--- config.mk ---
export PLATFORM = sky130hd
export DESIGN_NAME = dram_refresh_seq
export DESIGN_NICKNAME = d
export VERILOG_FILES = /design/src/rtl/dram_seq_pkg.sv /design/src/rtl/seq_interval_timer.sv /design/src/rtl/seq_req_latch.sv /design/src/rtl/seq_row_counter.sv /design/src/rtl/seq_cycle_fsm.sv /design/src/rtl/dram_refresh_seq.sv
export SDC_FILE = /design/constraint.sdc
export NUM_CORES = 1
export LEC_CHECK = 0
export BUFFER_PORTS_ARGS = -buffer_cell sky130_fd_sc_hd__buf_4
export CAP_MARGIN = 10
export CORE_MARGIN = 3
export CORE_UTILIZATION = 60
export CTS_CLUSTER_DIAMETER = 80
export DETAILED_ROUTE_END_ITERATION = 6
export GPL_TIMING_DRIVEN = 1
export PLACE_DENSITY = 0.81
export RECOVER_POWER = 100
export SETUP_SLACK_MARGIN = 0.5
export SLEW_MARGIN = 20
export SYNTH_ARGS = -nofsm -noshare
export SYNTH_HDL_FRONTEND = slang
export SYNTH_SLANG_ARGS = --single-unit
--- constraint.sdc ---
create_clock -name clk -period 4.3 [get_ports clk]
set_input_delay 0.43 -clock clk [delete_from_list [all_inputs] [get_ports clk]]
set_output_delay 0.43 -clock clk [all_outputs]
set_load 0.05 [all_outputs]
--- src/rtl/dram_seq_pkg.sv ---
package dram_seq_pkg;

  typedef enum logic [2:0] {
    ST_PAUSE  = 3'd0,
    ST_IDLE   = 3'd1,
    ST_CSETUP = 3'd2,
    ST_RASLOW = 3'd3,
    ST_PRECHG = 3'd4,
    ST_HOST   = 3'd5
  } seq_state_t;

  function automatic int unsigned max2(input int unsigned a, input int unsigned b);
    return (a > b) ? a : b;
  endfunction

  function automatic int unsigned cnt_width(input int unsigned limit);
    return (limit > 1) ? $clog2(limit + 1) : 1;
  endfunction

endpackage

--- src/rtl/seq_interval_timer.sv ---
module seq_interval_timer #(
  parameter int unsigned PERIOD = 780
) (
  input  logic clk,
  input  logic rst_n,
  input  logic en,
  output logic tick
);
  localparam int unsigned CW = dram_seq_pkg::cnt_width(PERIOD);

  logic [CW-1:0] cnt_q, cnt_d;

  generate
    if (PERIOD <= 1) begin : g_every
      always_comb begin
        tick  = en;
        cnt_d = '0;
      end
    end else begin : g_count
      always_comb begin
        tick  = 1'b0;
        cnt_d = cnt_q;
        if (en) begin
          if (cnt_q == '0) begin
            tick  = 1'b1;
            cnt_d = CW'(PERIOD - 1);
          end else begin
            cnt_d = cnt_q - 1'b1;
          end
        end
      end
    end
  endgenerate

  always_ff @(posedge clk or negedge rst_n) begin
    if (!rst_n) begin
      cnt_q <= CW'(PERIOD - 1);
    end else if (en) begin
      cnt_q <= cnt_d;
    end
  end

endmodule

--- src/rtl/seq_req_latch.sv ---
module seq_req_latch (
  input  logic clk,
  input  logic rst_n,
  input  logic set,
  input  logic clr,
  output logic pend
);
  logic pend_d;

  always_comb begin
    pend_d = pend;
    if (set) begin
      pend_d = 1'b1;
    end else if (clr) begin
      pend_d = 1'b0;
    end
  end

  always_ff @(posedge clk or negedge rst_n) begin
    if (!rst_n) begin
      pend <= 1'b0;
    end else if (set || clr) begin
      pend <= pend_d;
    end
  end

endmodule

--- src/rtl/seq_row_counter.sv ---
module seq_row_counter #(
  parameter int unsigned ROW_W = 12
) (
  input  logic             clk,
  input  logic             rst_n,
  input  logic             step,
  output logic [ROW_W-1:0] row
);
  logic [ROW_W-1:0] row_d;

  always_comb begin
    row_d = row + 1'b1;
  end

  always_ff @(posedge clk or negedge rst_n) begin
    if (!rst_n) begin
      row <= '0;
    end else if (step) begin
      row <= row_d;
    end
  end

endmodule

--- src/rtl/seq_cycle_fsm.sv ---
module seq_cycle_fsm
  import dram_seq_pkg::*;
#(
  parameter int unsigned PAUSE_CYC   = 10000,
  parameter int unsigned RAS_LOW_CYC = 4,
  parameter int unsigned PRE_CYC     = 3,
  parameter int unsigned CSR_CYC     = 1,
  parameter int unsigned WARM_CYCLES = 8
) (
  input  logic                               clk,
  input  logic                               rst_n,
  input  logic                               cbr_mode,
  input  logic                               ref_pend,
  input  logic                               host_req,
  output logic                               ref_take,
  output logic                               row_step,
  output logic                               ras_n,
  output logic                               cas_n,
  output logic                               host_grant,
  output logic                               ready,
  output logic [$clog2(WARM_CYCLES+1)-1:0]   warm_count
);
  localparam int unsigned TMAX = max2(max2(PAUSE_CYC, RAS_LOW_CYC), max2(PRE_CYC, CSR_CYC));
  localparam int unsigned TW   = cnt_width(TMAX);
  localparam int unsigned WCW  = $clog2(WARM_CYCLES + 1);

  seq_state_t     state_q, state_d;
  logic [TW-1:0]  tmr_q, tmr_d;
  logic           cbr_q, cbr_d;
  logic [WCW-1:0] warm_q, warm_d;
  logic           tmr_zero;
  logic           start;

  assign tmr_zero = (tmr_q == '0);
  assign ready    = (warm_q == WCW'(WARM_CYCLES));

  always_comb begin
    state_d  = state_q;
    tmr_d    = tmr_zero ? tmr_q : (tmr_q - 1'b1);
    cbr_d    = cbr_q;
    warm_d   = warm_q;
    start    = 1'b0;
    ref_take = 1'b0;
    row_step = 1'b0;

    unique case (state_q)
      ST_PAUSE: begin
        if (tmr_zero) start = 1'b1;
      end
      ST_IDLE: begin
        if (ref_pend) begin
          start    = 1'b1;
          ref_take = 1'b1;
        end else if (host_req) begin
          state_d = ST_HOST;
        end
      end
      ST_CSETUP: begin
        if (tmr_zero) begin
          state_d = ST_RASLOW;
          tmr_d   = TW'(RAS_LOW_CYC - 1);
        end
      end
      ST_RASLOW: begin
        if (tmr_zero) begin
          state_d  = ST_PRECHG;
          tmr_d    = TW'(PRE_CYC - 1);
          row_step = !cbr_q;
        end
      end
      ST_PRECHG: begin
        if (tmr_zero) begin
          state_d = ST_IDLE;
          if (!ready) begin
            warm_d = warm_q + 1'b1;
            if (warm_q != WCW'(WARM_CYCLES - 1)) start = 1'b1;
          end
        end
      end
      ST_HOST: begin
        if (!host_req) state_d = ST_IDLE;
      end
      default: state_d = ST_IDLE;
    endcase

    if (start) begin
      cbr_d = cbr_mode;
      if (cbr_mode && (CSR_CYC > 0)) begin
        state_d = ST_CSETUP;
        tmr_d   = TW'(CSR_CYC - 1);
      end else begin
        state_d = ST_RASLOW;
        tmr_d   = TW'(RAS_LOW_CYC - 1);
      end
    end
  end

  always_ff @(posedge clk or negedge rst_n) begin
    if (!rst_n) begin
      state_q <= ST_PAUSE;
      tmr_q   <= TW'(PAUSE_CYC - 1);
      cbr_q   <= 1'b0;
      warm_q  <= '0;
    end else begin
      state_q <= state_d;
      tmr_q   <= tmr_d;
      if (start) cbr_q <= cbr_d;
      if (warm_d != warm_q) warm_q <= warm_d;
    end
  end

  assign ras_n      = (state_q != ST_RASLOW);
  assign cas_n      = !((state_q == ST_CSETUP) || ((state_q == ST_RASLOW) && cbr_q));
  assign host_grant = (state_q == ST_HOST);
  assign warm_count = warm_q;

endmodule

--- src/rtl/dram_refresh_seq.sv ---
module dram_refresh_seq #(
  parameter int unsigned PAUSE_CYC   = 200 * 50,
  parameter int unsigned RAS_LOW_CYC = 4,
  parameter int unsigned PRE_CYC     = 3,
  parameter int unsigned CSR_CYC     = 1,
  parameter int unsigned REF_INT_CYC = 780,
  parameter int unsigned ROW_W       = 12,
  parameter int unsigned WARM_CYCLES = 8
) (
  input  logic                             clk,
  input  logic                             rst_n,
  input  logic                             cbr_mode,
  input  logic                             host_req,
  output logic                             host_grant,
  output logic                             ready,
  output logic [$clog2(WARM_CYCLES+1)-1:0] warm_count,
  output logic                             ras_n,
  output logic                             cas_n,
  output logic                             we_n,
  output logic [ROW_W-1:0]                 row_addr
);
  logic ref_tick;
  logic ref_pend;
  logic ref_take;
  logic row_step;

  seq_interval_timer #(.PERIOD(REF_INT_CYC)) u_ref_timer (
    .clk   (clk),
    .rst_n (rst_n),
    .en    (ready),
    .tick  (ref_tick)
  );

  seq_req_latch u_ref_pend (
    .clk   (clk),
    .rst_n (rst_n),
    .set   (ref_tick),
    .clr   (ref_take),
    .pend  (ref_pend)
  );

  seq_row_counter #(.ROW_W(ROW_W)) u_row (
    .clk   (clk),
    .rst_n (rst_n),
    .step  (row_step),
    .row   (row_addr)
  );

  seq_cycle_fsm #(
    .PAUSE_CYC   (PAUSE_CYC),
    .RAS_LOW_CYC (RAS_LOW_CYC),
    .PRE_CYC     (PRE_CYC),
    .CSR_CYC     (CSR_CYC),
    .WARM_CYCLES (WARM_CYCLES)
  ) u_fsm (
    .clk        (clk),
    .rst_n      (rst_n),
    .cbr_mode   (cbr_mode),
    .ref_pend   (ref_pend),
    .host_req   (host_req),
    .ref_take   (ref_take),
    .row_step   (row_step),
    .ras_n      (ras_n),
    .cas_n      (cas_n),
    .host_grant (host_grant),
    .ready      (ready),
    .warm_count (warm_count)
  );

  assign we_n = 1'b1;

endmodule

**After elaboration in Yosys (flattened, before gate mapping)**

Cells that the tools add are included.

- Register bits after elaboration: 45
- Word-level logic and storage cells: 70
- Bits of input ports: 4
- Output and inout bits: 21

- Equality and inequality tests: 16
- Reductions and logical operators: 11
- Muxes and demuxes: 32
- $add $sub $neg: 4

Operators by type and width:

| operator | count |
|---|---|
| 2-to-1 mux 14 bit | 4 |
| case mux 14 bit (2 select lines) | 1 |
| 2-to-1 mux 3 bit | 7 |
| case mux 3 bit (6 select lines) | 1 |
| zero test 14 bit | 1 |
| subtractor 14 x 1 -> 14 bit (second input constant) | 1 |
| 2-to-1 mux 1 bit | 13 |
| adder 12 x 1 -> 12 bit (second input constant) | 1 |
| 2-to-1 mux 4 bit | 3 |
| inequality test 3 x 2 -> 1 bit (second input constant) | 4 |
| zero test 10 bit | 1 |
| 2-to-1 mux 10 bit | 1 |
| subtractor 10 x 1 -> 10 bit (second input constant) | 1 |
| inequality test 3 x 1 -> 1 bit (second input constant) | 3 |
| AND reduction 7 bit | 1 |
| == test 3 x 2 -> 1 bit (second input constant) | 2 |
| == test 3 bit (second input constant) | 2 |
| adder 4 x 1 -> 4 bit (second input constant) | 1 |
| == test 4 bit (second input constant) | 1 |
| inequality test 4 x 3 -> 1 bit (second input constant) | 1 |
| inequality test 4 bit | 1 |
| == test 3 x 1 -> 1 bit (second input constant) | 1 |
| zero test 3 bit | 1 |
| case mux 1 bit (3 select lines) | 1 |
| other kinds (7) | 9 |

**Logic depth before layout (Yosys ltp)**

Gate-level depths: netlist of the first run.

- Depth after elaboration: 7
- Depth in mapped cells: 10
- Depth with buffers taken out: 10

**Modules after synthesis**

Synthesis of the first run repeated with hierarchy kept, for this count alone.

- Cell total of the unflattened synthesis: 240
- Area total of the unflattened synthesis: 2496.1 um2

By module, submodules not included:

| module | cells an instance | instances | area each (um2) | sequential area each (um2) |
|---|---|---|---|---|
| seq_cycle_fsm | 141 | 1 | 1381.3 | 560.5 |
| seq_row_counter | 44 | 1 | 541.8 | 300.3 |
| seq_interval_timer | 50 | 1 | 525.5 | 256.5 |
| seq_req_latch | 3 | 1 | 36.3 | 25.0 |
| dram_refresh_seq | 2 | 1 | 11.3 | 0.0 |

**Worst setup path before layout of the first run**

Ideal clock, no wire load.

- Kind: flip-flop to flip-flop
- Start point: register u_fsm.warm_q[0] (netlist: u_fsm.warm_count[0])
- End point: register u_fsm.cbr_q
- Arrival: 2.650 ns
- Required time: 4.175 ns
- Buffers on the path: 0
- Setup time: 0.125 ns
- Stages on the path, launching flop included: 8
- Clock period less this slack: 2.775 ns
- Setup slack: 1.525 ns
- Path through: dfrtp_1 > inv_1 > ha_1 > nand3b_1 > clkinv_1 > a2111oi_4 > a31oi_2 > mux2_2

- Elaborated cells on any way between the ends: 6
- Those cells by class: eq/ne (2); mux (4)

RTL lines:

| what | RTL line | RTL |
|---|---|---|
| start, declared | seq_cycle_fsm.sv:30 | `logic [WCW-1:0] warm_q, warm_d;` |
| start signal, assigned | seq_cycle_fsm.sv:108 | `if (warm_d != warm_q) warm_q <= warm_d;` |
| == test 4 bit | seq_cycle_fsm.sv:35 | `assign ready = (warm_q == WCW'(WARM_CYCLES));` |
| net ready | dram_refresh_seq.sv:15 | `output logic ready,` |
| 2-to-1 mux 1 bit | seq_cycle_fsm.sv:74 | `if (!ready) begin` |
| 2-to-1 mux 1 bit | seq_cycle_fsm.sv:72 | `if (tmr_zero) begin` |
| case mux 1 bit (3 select lines) | seq_cycle_fsm.sv:46 | `unique case (state_q)` |
| end signal, assigned | seq_cycle_fsm.sv:107 | `if (start) cbr_q <= cbr_d;` |
| end, declared | seq_cycle_fsm.sv:29 | `logic cbr_q, cbr_d;` |

The timed path passes the listed nets, and every way through them passes these cells.
A chain may end at the register's enable or synchronous reset.

**Worst setup path in the final report of the first run**

- Start point: register u_fsm.tmr_q[5]
- End point: register u_row.row[1]

- Longest elaborated chain between the ends: 3

Ends and longest elaborated chain:

| what | RTL line | RTL |
|---|---|---|
| start, declared | seq_cycle_fsm.sv:28 | `logic [TW-1:0] tmr_q, tmr_d;` |
| start signal, assigned | seq_cycle_fsm.sv:101 | `tmr_q <= TW'(PAUSE_CYC - 1);` |
| start signal, assigned | seq_cycle_fsm.sv:106 | `tmr_q <= tmr_d;` |
| zero test 14 bit | seq_cycle_fsm.sv:34 | `assign tmr_zero = (tmr_q == '0);` |
| 2-to-1 mux 1 bit | seq_cycle_fsm.sv:65 | `if (tmr_zero) begin` |
| 2-to-1 mux 1 bit | seq_cycle_fsm.sv:46 |  |
| end signal, assigned | seq_row_counter.sv:19 | `row <= row_d;` |
| end, declared | seq_row_counter.sv:7 | `output logic [ROW_W-1:0] row` |

Every way passes these cells.

==> results of run 1 <==
[final cells by class]
class	instances	area, sq um	share of cell area
clock buffers	7	76.3	0.0291
clock inverters	1	7.51	0.00286
inverters	10	37.5	0.0143
multi-input cells	180	1200	0.459
flip-flops and latches	45	1140	0.436
well taps	48	60.1	0.0229
repair buffers	23	93.8	0.0358
[worst register-to-register path: stages, from the launching register on]
cell and delay (ns):
dfrtp_1 0.42, nor4_1 0.54, and4_1 0.75, inv_1 0.29, nor3_1 0.32, mux2_2 0.37
[layer usage]
metal | share of wire | GRT usage
met2 | 0.50 | 0.356
met1 | 0.45 | 0.266
met4 | 0.016 | 0.0787
met5 | 0 | 0
met3 | 0.031 | 0.0288
[worst paths after layout]
path	end	startpoint	depth (start not counted)
max in group asynchronous	u_row.row[9]$_DFFE_PN0P_	rst_n	1
worst max-delay path	u_row.row[1]$_DFFE_PN0P_	u_fsm.tmr_q[5]$_DFF_PN0_	5
worst max register to register	u_row.row[1]$_DFFE_PN0P_	u_fsm.tmr_q[5]$_DFF_PN0_	5
worst min-delay path	u_fsm.tmr_q[1]$_DFF_PN1_	cbr_mode	2
min in group asynchronous	u_fsm.tmr_q[4]$_DFF_PN0_	rst_n	1
worst min register to register	u_row.row[11]$_DFFE_PN0P_	u_row.row[11]$_DFFE_PN0P_	1
[sequential cells by signal, summed over array words and instances (netlist names)]
signal,cells
u_fsm.cbr_q,1
u_fsm.state_q,3
u_fsm.tmr_q,14
u_fsm.warm_count,4
u_ref_pend.pend,1
u_ref_timer.cnt_q,10
u_row.row,12
[where the power goes]
group          total (mW)  switching [mW]  leakage, nW  internal [mW]
combinational       0.275           0.151        0.511          0.125
clock               0.252           0.137       0.0385          0.115
sequential          0.595          0.0821        0.562          0.513
[through the flow]
stage	instances	setup WS [ns]	hold WS [ns]	power, mW	util
5_1_grt	314	1.29	0.300	1.20	0.690
3_5_place_dp	306	1.56	0.458	0.895	0.695
3_3_place_gp	306	1.69	0.459	0.872	0.695
2_1_floorplan	244	1.53	0.134	0.815	-
4_1_cts	314	1.54	0.135	1.15	0.717
6_report	314	1.50	0.303	1.12	0.690
[cells by family (layout without fill, tap and decap cells)]
kind of cell	Yosys count	in the layout	share of synthesized area
other	1	1	0.00153
multiplexers	8	8	0.0352
flip-flops	45	45	0.466
AO/OA/AOI/OAI	43	43	0.117
AND/OR/NAND/NOR	102	102	0.243
XOR/XNOR	18	18	0.0644
buffers and inverters	19	41	0.0322
adder cells (fa/ha/maj)	8	8	0.0409
[cells in the final DEF, fill, tap and decap left out, drive strengths merged, types with 10 or more instances in the layout]
| cell type | synthesis | layout |
|---|---|---|
| dfrtp | 32 | 32 |
| clkbuf | 5 | 28 |
| nor2 | 18 | 18 |
| a21oi | 15 | 15 |
| dfstp | 13 | 13 |
| nand2 | 12 | 12 |
| o21ai | 12 | 12 |
| xnor2 | 11 | 11 |
| or4 | 11 | 11 |
| nand3 | 10 | 10 |
==> impl_metrics.toml, run 1 <==
[cts]
clockBufferDepth = 2
postCtsSetupRepairBufs = 0
numCtsBuffers = 5
ctsHoldBuffers = 0
ctsResizeCount = 0
path_clk_slew_ns = 0.08
clock-sinks = 45
root_buffer = "clkbuf_8"
cts_tree = "done"
clk_latency_ns = 0.30
h-tree-depth = 2

[critical_path]
slowest_stage = "and4_1"
path_buf_inv = 1
cp_top_family = "simple AND/OR/NAND/NOR gates"
required_ns = 4.49
criticalPathCategory = "reg2reg"
critPathMaxFanout = 20
slowest_delay_ns = 0.75
ff2ff_setup_slack_ns = 1.50
startpoint_type = "flop"
path_cells = "nor4_1, and4_1, inv_1, nor3_1, mux2_2"
critPathCaptureType = "flop"
crit_arrival_ns = 2.99

[global_route]
grt_antenna_before_repair = 0
grt_use_total = 0.207
grt_max_degree = 46
gr-total-overflow = 0
grt_pass1_wl_mm = 8.34
grt_pass1_vias = 1823

[drt]
routed_via_density = 6.05
firstDrtPassIters = 4
drt-initial-drc-count = 126
wl_per_cell_microns = 15.4
drtAntennaViolNets = 0
num_vias = 1900
wirelength_mm = 4.83
route.detailed.drc = 0

[yosys]
ys_seq_area_frac = 0.466
synth_area_leaders = "dfrtp_1, dfstp_2, ha_1, xnor2_1, a21oi_1"
yosysUniqueCellTypes = 47
synth_edf_count = 0
postSynth.asyncResetShare = 1.00
ys.flop_type = "dfrtp_1"
syn_avg_cell_area_sq_um = 10.0
yosys_warnings = 0
synth_largest_area_cell = "dfrtp_1"
syn-num-nets = 256
postSynthCellCount = 244
synth_top_area_share = 0.327
ys_seq_elements = 45
syn_area_sq_um = 2450
synth_common_cells = "dfrtp_1, nor2_1, a21oi_1"
synthMostInstantiatedCell = "dfrtp_1"

[timing]
slew_headroom = -0.565
rsz0062_at_grt = "false"
hold_viol_final = 0
setup_viol = 0
tightest_slew_ns = 2.35
min_period_ns = 2.80
finalClockSkew_ns = 0.00444
setup-tns-final_ns = 0
max_freq_mhz = 357
slew_viol_final = 46
min_period_over_period = 0.652

[floorplanning]
initial_utilization = 0.645
core_sq_um = 3800
dieArea_sq_um = 4890
ioPinCount = 25
die_x_microns = 69.9
die_h_microns = 69.9
fp-row-count = 22

[pwr]
leakage_nw = 1.11
ir_drop_mv = 0.223
power.density_nw_per_um2 = 428

[layout]
drive_gt1_frac = 0.124
fin_nets = 277
fillCellCount = 333
fin_area_sq_um = 2620
areaGrowthSynthToFinish_pct = 7.00
diodes = 0

[status]
outcome = "finished, violations left"
violations = "capacitance limit, slew limit"

[placement]
hpwl_mm = 3.53
gp_congestion = 0.797
post_dp_cell_area_sq_um = 2640
port_buffers = 23

[hold_path]
hold_class = "in2reg"

[job]
cap_violations = 1
Note: power is estimated with default switching activity, not from simulation.
==> inputs of run 2 (changes only) <==
--- a/config.mk
+++ b/config.mk
@@ -5,14 +5,15 @@
 export SDC_FILE = /design/constraint.sdc
 export NUM_CORES = 1
 export LEC_CHECK = 0
+export ABC_AREA = 1
 export BUFFER_PORTS_ARGS = -buffer_cell sky130_fd_sc_hd__buf_4
 export CAP_MARGIN = 10
 export CORE_MARGIN = 3
-export CORE_UTILIZATION = 60
+export CORE_UTILIZATION = 53
 export CTS_CLUSTER_DIAMETER = 80
 export DETAILED_ROUTE_END_ITERATION = 6
 export GPL_TIMING_DRIVEN = 1
-export PLACE_DENSITY = 0.81
+export PLACE_DENSITY = 0.75
 export RECOVER_POWER = 100
 export SETUP_SLACK_MARGIN = 0.5
 export SLEW_MARGIN = 20
==> constraint.sdc (replaced) <==
create_clock -name clk -period 2.5 [get_ports clk]
set_input_delay 0.25 -clock clk [delete_from_list [all_inputs] [get_ports clk]]
set_output_delay 0.25 -clock clk [all_outputs]
set_load 0.05 [all_outputs]
==> run 2 against run 1 <==
Net effect: the flow now finishes without violations; total power up 120%; die area increased by 22%; sequential cell count stayed put; register-to-register slack worse by 1.1 ns; first-iteration DRC count decreased by 47%; cell area grew 13%; via count grew 14%; clock-buffer cell count did not move; critical path type is now reg2out; largest power group unchanged.
==> impl_metrics.toml, run 2 <==
[yosys]
synthMostInstantiatedCell = "nand2_1"
ys.flop_type = "dfrtp_1"
syn_area_sq_um = 2690
synth_common_cells = "nand2_1, nor2_1, inv_1"
synth_largest_area_cell = "dfrtp_1"
postSynthCellCount = 321
ys_seq_area_frac = 0.425
synth_area_leaders = "dfrtp_1, dfstp_2, nand2_1, nor2_1, inv_1"
syn_avg_cell_area_sq_um = 8.38
yosysUniqueCellTypes = 37
syn-num-nets = 333
postSynth.asyncResetShare = 1.00
yosys_warnings = 0
synth_top_area_share = 0.298
ys_seq_elements = 45
synth_edf_count = 0

[drt]
firstDrtPassIters = 4
drtAntennaViolNets = 0
routed_via_density = 5.14
num_vias = 2158
route.detailed.drc = 0
wirelength_mm = 5.27
drt-initial-drc-count = 67
wl_per_cell_microns = 12.5

[layout]
reg_top3 = "u_fsm.tmr_q (14), u_row.row (12), u_ref_timer.cnt_q (10)"
fin_area_sq_um = 2970
mostFrequentLayoutCells = "nand2_1, nor2_1, inv_1"
multi_input_area_sq_um = 1330
diodes = 0
areaGrowthSynthToFinish_pct = 10.5
fin_nets = 364
largest_reg_flops = 14
drive_gt1_frac = 0.164
largest-register = "u_fsm.tmr_q"
fillCellCount = 459
final_cells = 420
layout_commonest_cell = "nand2_1"
seq_area_sq_um = 1140

[global_route]
gr-total-overflow = 0
grt_max_degree = 46
grt_pass1_vias = 2160
grt_pass1_wl_mm = 9.56
grt_antenna_before_repair = 0
grt_use_total = 0.197

[placement]
post-place-cells = 408
gp_congestion = 0.802
hpwl_mm = 3.94
port_buffers = 23
post_dp_cell_area_sq_um = 2950

[pwr]
leakage_nw = 1.35
pwr-share-comb = 0.310
seqPwrFrac = 0.456
switching_share = 0.368
power.switching_uw = 887
power.density_nw_per_um2 = 812
intPower_mw = 1.53
clkPwrFrac = 0.235
ir_drop_mv = 0.331

[timing]
setup_viol = 0
min_period_over_period = 0.861
tightest_slew_ns = 1.10
finalClockSkew_ns = 0.00904
slew_viol_final = 0
slew_headroom = 0.266
finalHoldWorstSlack_ns = 0.265
hold_viol_final = 0
rsz0062_at_grt = "false"
min_period_ns = 2.15
max_freq_mhz = 465
setup-tns-final_ns = 0

[floorplanning]
die_x_microns = 77.2
fp-row-count = 25
die_h_microns = 77.2
initial_utilization = 0.558
ioPinCount = 25
dieArea_sq_um = 5970
core_sq_um = 4820

[status]
outcome = "finished clean"

[critical_path]
criticalPathCategory = "reg2out"
crit_arrival_ns = 1.90
slowest_delay_ns = 0.53
startpoint_type = "flop"
slowest_stage = "clkbuf_1"
critPathMaxFanout = 6
path_cells = "inv_2, ha_1, nand2_1, nor2_1, clkbuf_1"
critPathCaptureType = "output port"
required_ns = 2.25

[cts]
root_buffer = "clkbuf_8"
path_clk_slew_ns = 0.08
clk_latency_ns = 0.30
clockBufferDepth = 2
clock-sinks = 45
h-tree-depth = 2
cts_tree = "done"
numCtsBuffers = 5

[job]
cap_violations = 0

[hold_path]
hold_class = "in2reg"
run 2: cell types whose count changed after synthesis, moves of 9 or more:
cell	previous run	this run
nor2_1	18	39
inv_1	9	38
nand2_1	12	55
or4_1	9	0
nor3_1	7	16
run 2: cell type report:
type                       instances  share of cell area
multi-input combinational        231               0.449
inverter                          42              0.0543
sequential                        45               0.385
clock buffer                       7              0.0291
clock inverter                     1              0.0101
timing repair buffer              27              0.0442
tap                               67              0.0282
run 2: worst paths after layout:
kind                                                  from  slack [ns]  depth (start not counted)                         endpoint
max in group asynchronous                            rst_n        1.06                          2  u_fsm.warm_count[0]$_DFFE_PN0P_
min reg2reg                      u_row.row[11]$_DFFE_PN0P_        0.48                          1        u_row.row[11]$_DFFE_PN0P_
max                        u_fsm.warm_count[0]$_DFFE_PN0P_        0.35                          5                            ready
max reg2reg                u_fsm.warm_count[0]$_DFFE_PN0P_        0.44                         11     u_fsm.state_q[0]$_DFFE_PN0P_
min in group asynchronous                            rst_n        0.69                          2         u_fsm.tmr_q[7]$_DFF_PN0_
min                                               cbr_mode        0.26                          4         u_fsm.tmr_q[1]$_DFF_PN1_
run 2: critical path, delay by kind of cell, from the launching register on:
family        cells  cell delay, ns
fa+ha+maj         1            0.15
buf+inv           2            0.61
flops             1            0.43
simple gates      2            0.42
run 2: kinds of logic after synthesis:
logic type | Yosys count | share of synthesized area
mux | 1 | 0.00372
xor+xnor | 25 | 0.0814
compound gates | 20 | 0.0419
buf+inv | 45 | 0.0674
other cells | 1 | 0.00139
simple gates | 176 | 0.342
flops | 45 | 0.425
fa+ha+maj | 8 | 0.0372
run 2: power by group through the flow:
stage | Clock [mW] | Sequential, mW | Combinational (mW)
floorplan | 0 | 1.06 | 0.653
global placement | 0 | 1.11 | 0.757
detailed placement | 0 | 1.11 | 0.765
CTS | 0.582 | 1.10 | 0.773
global route | 0.615 | 1.13 | 0.865
finish | 0.566 | 1.10 | 0.747
run 2: repair_timing:
item	CTS	global route
endpoints found under the setup margin	0	6
hold buffers	1	0
buffers inserted	0	3
resized for setup	0	2
endpoints found under the hold margin	32	0
run 2: layer usage:
metal	routed length, microns	up-vias	global-route usage
met5	0	-	0
met1	2430	1006	0.255
met3	164	10	0.0399
met4	89	0	0.0747
met2	2580	41	0.325
li1	-	1101	-
run 2: stage by stage:
| stage | util | setup WS (ns) | total power, mW |
|---|---|---|---|
| floorplan | - | 0.514 | 1.71 |
| global placement | 0.612 | 0.620 | 1.86 |
| detailed placement | 0.612 | 0.519 | 1.88 |
| CTS | 0.638 | 0.518 | 2.45 |
| global route | 0.617 | 0.259 | 2.61 |
| finish | 0.617 | 0.348 | 2.41 |
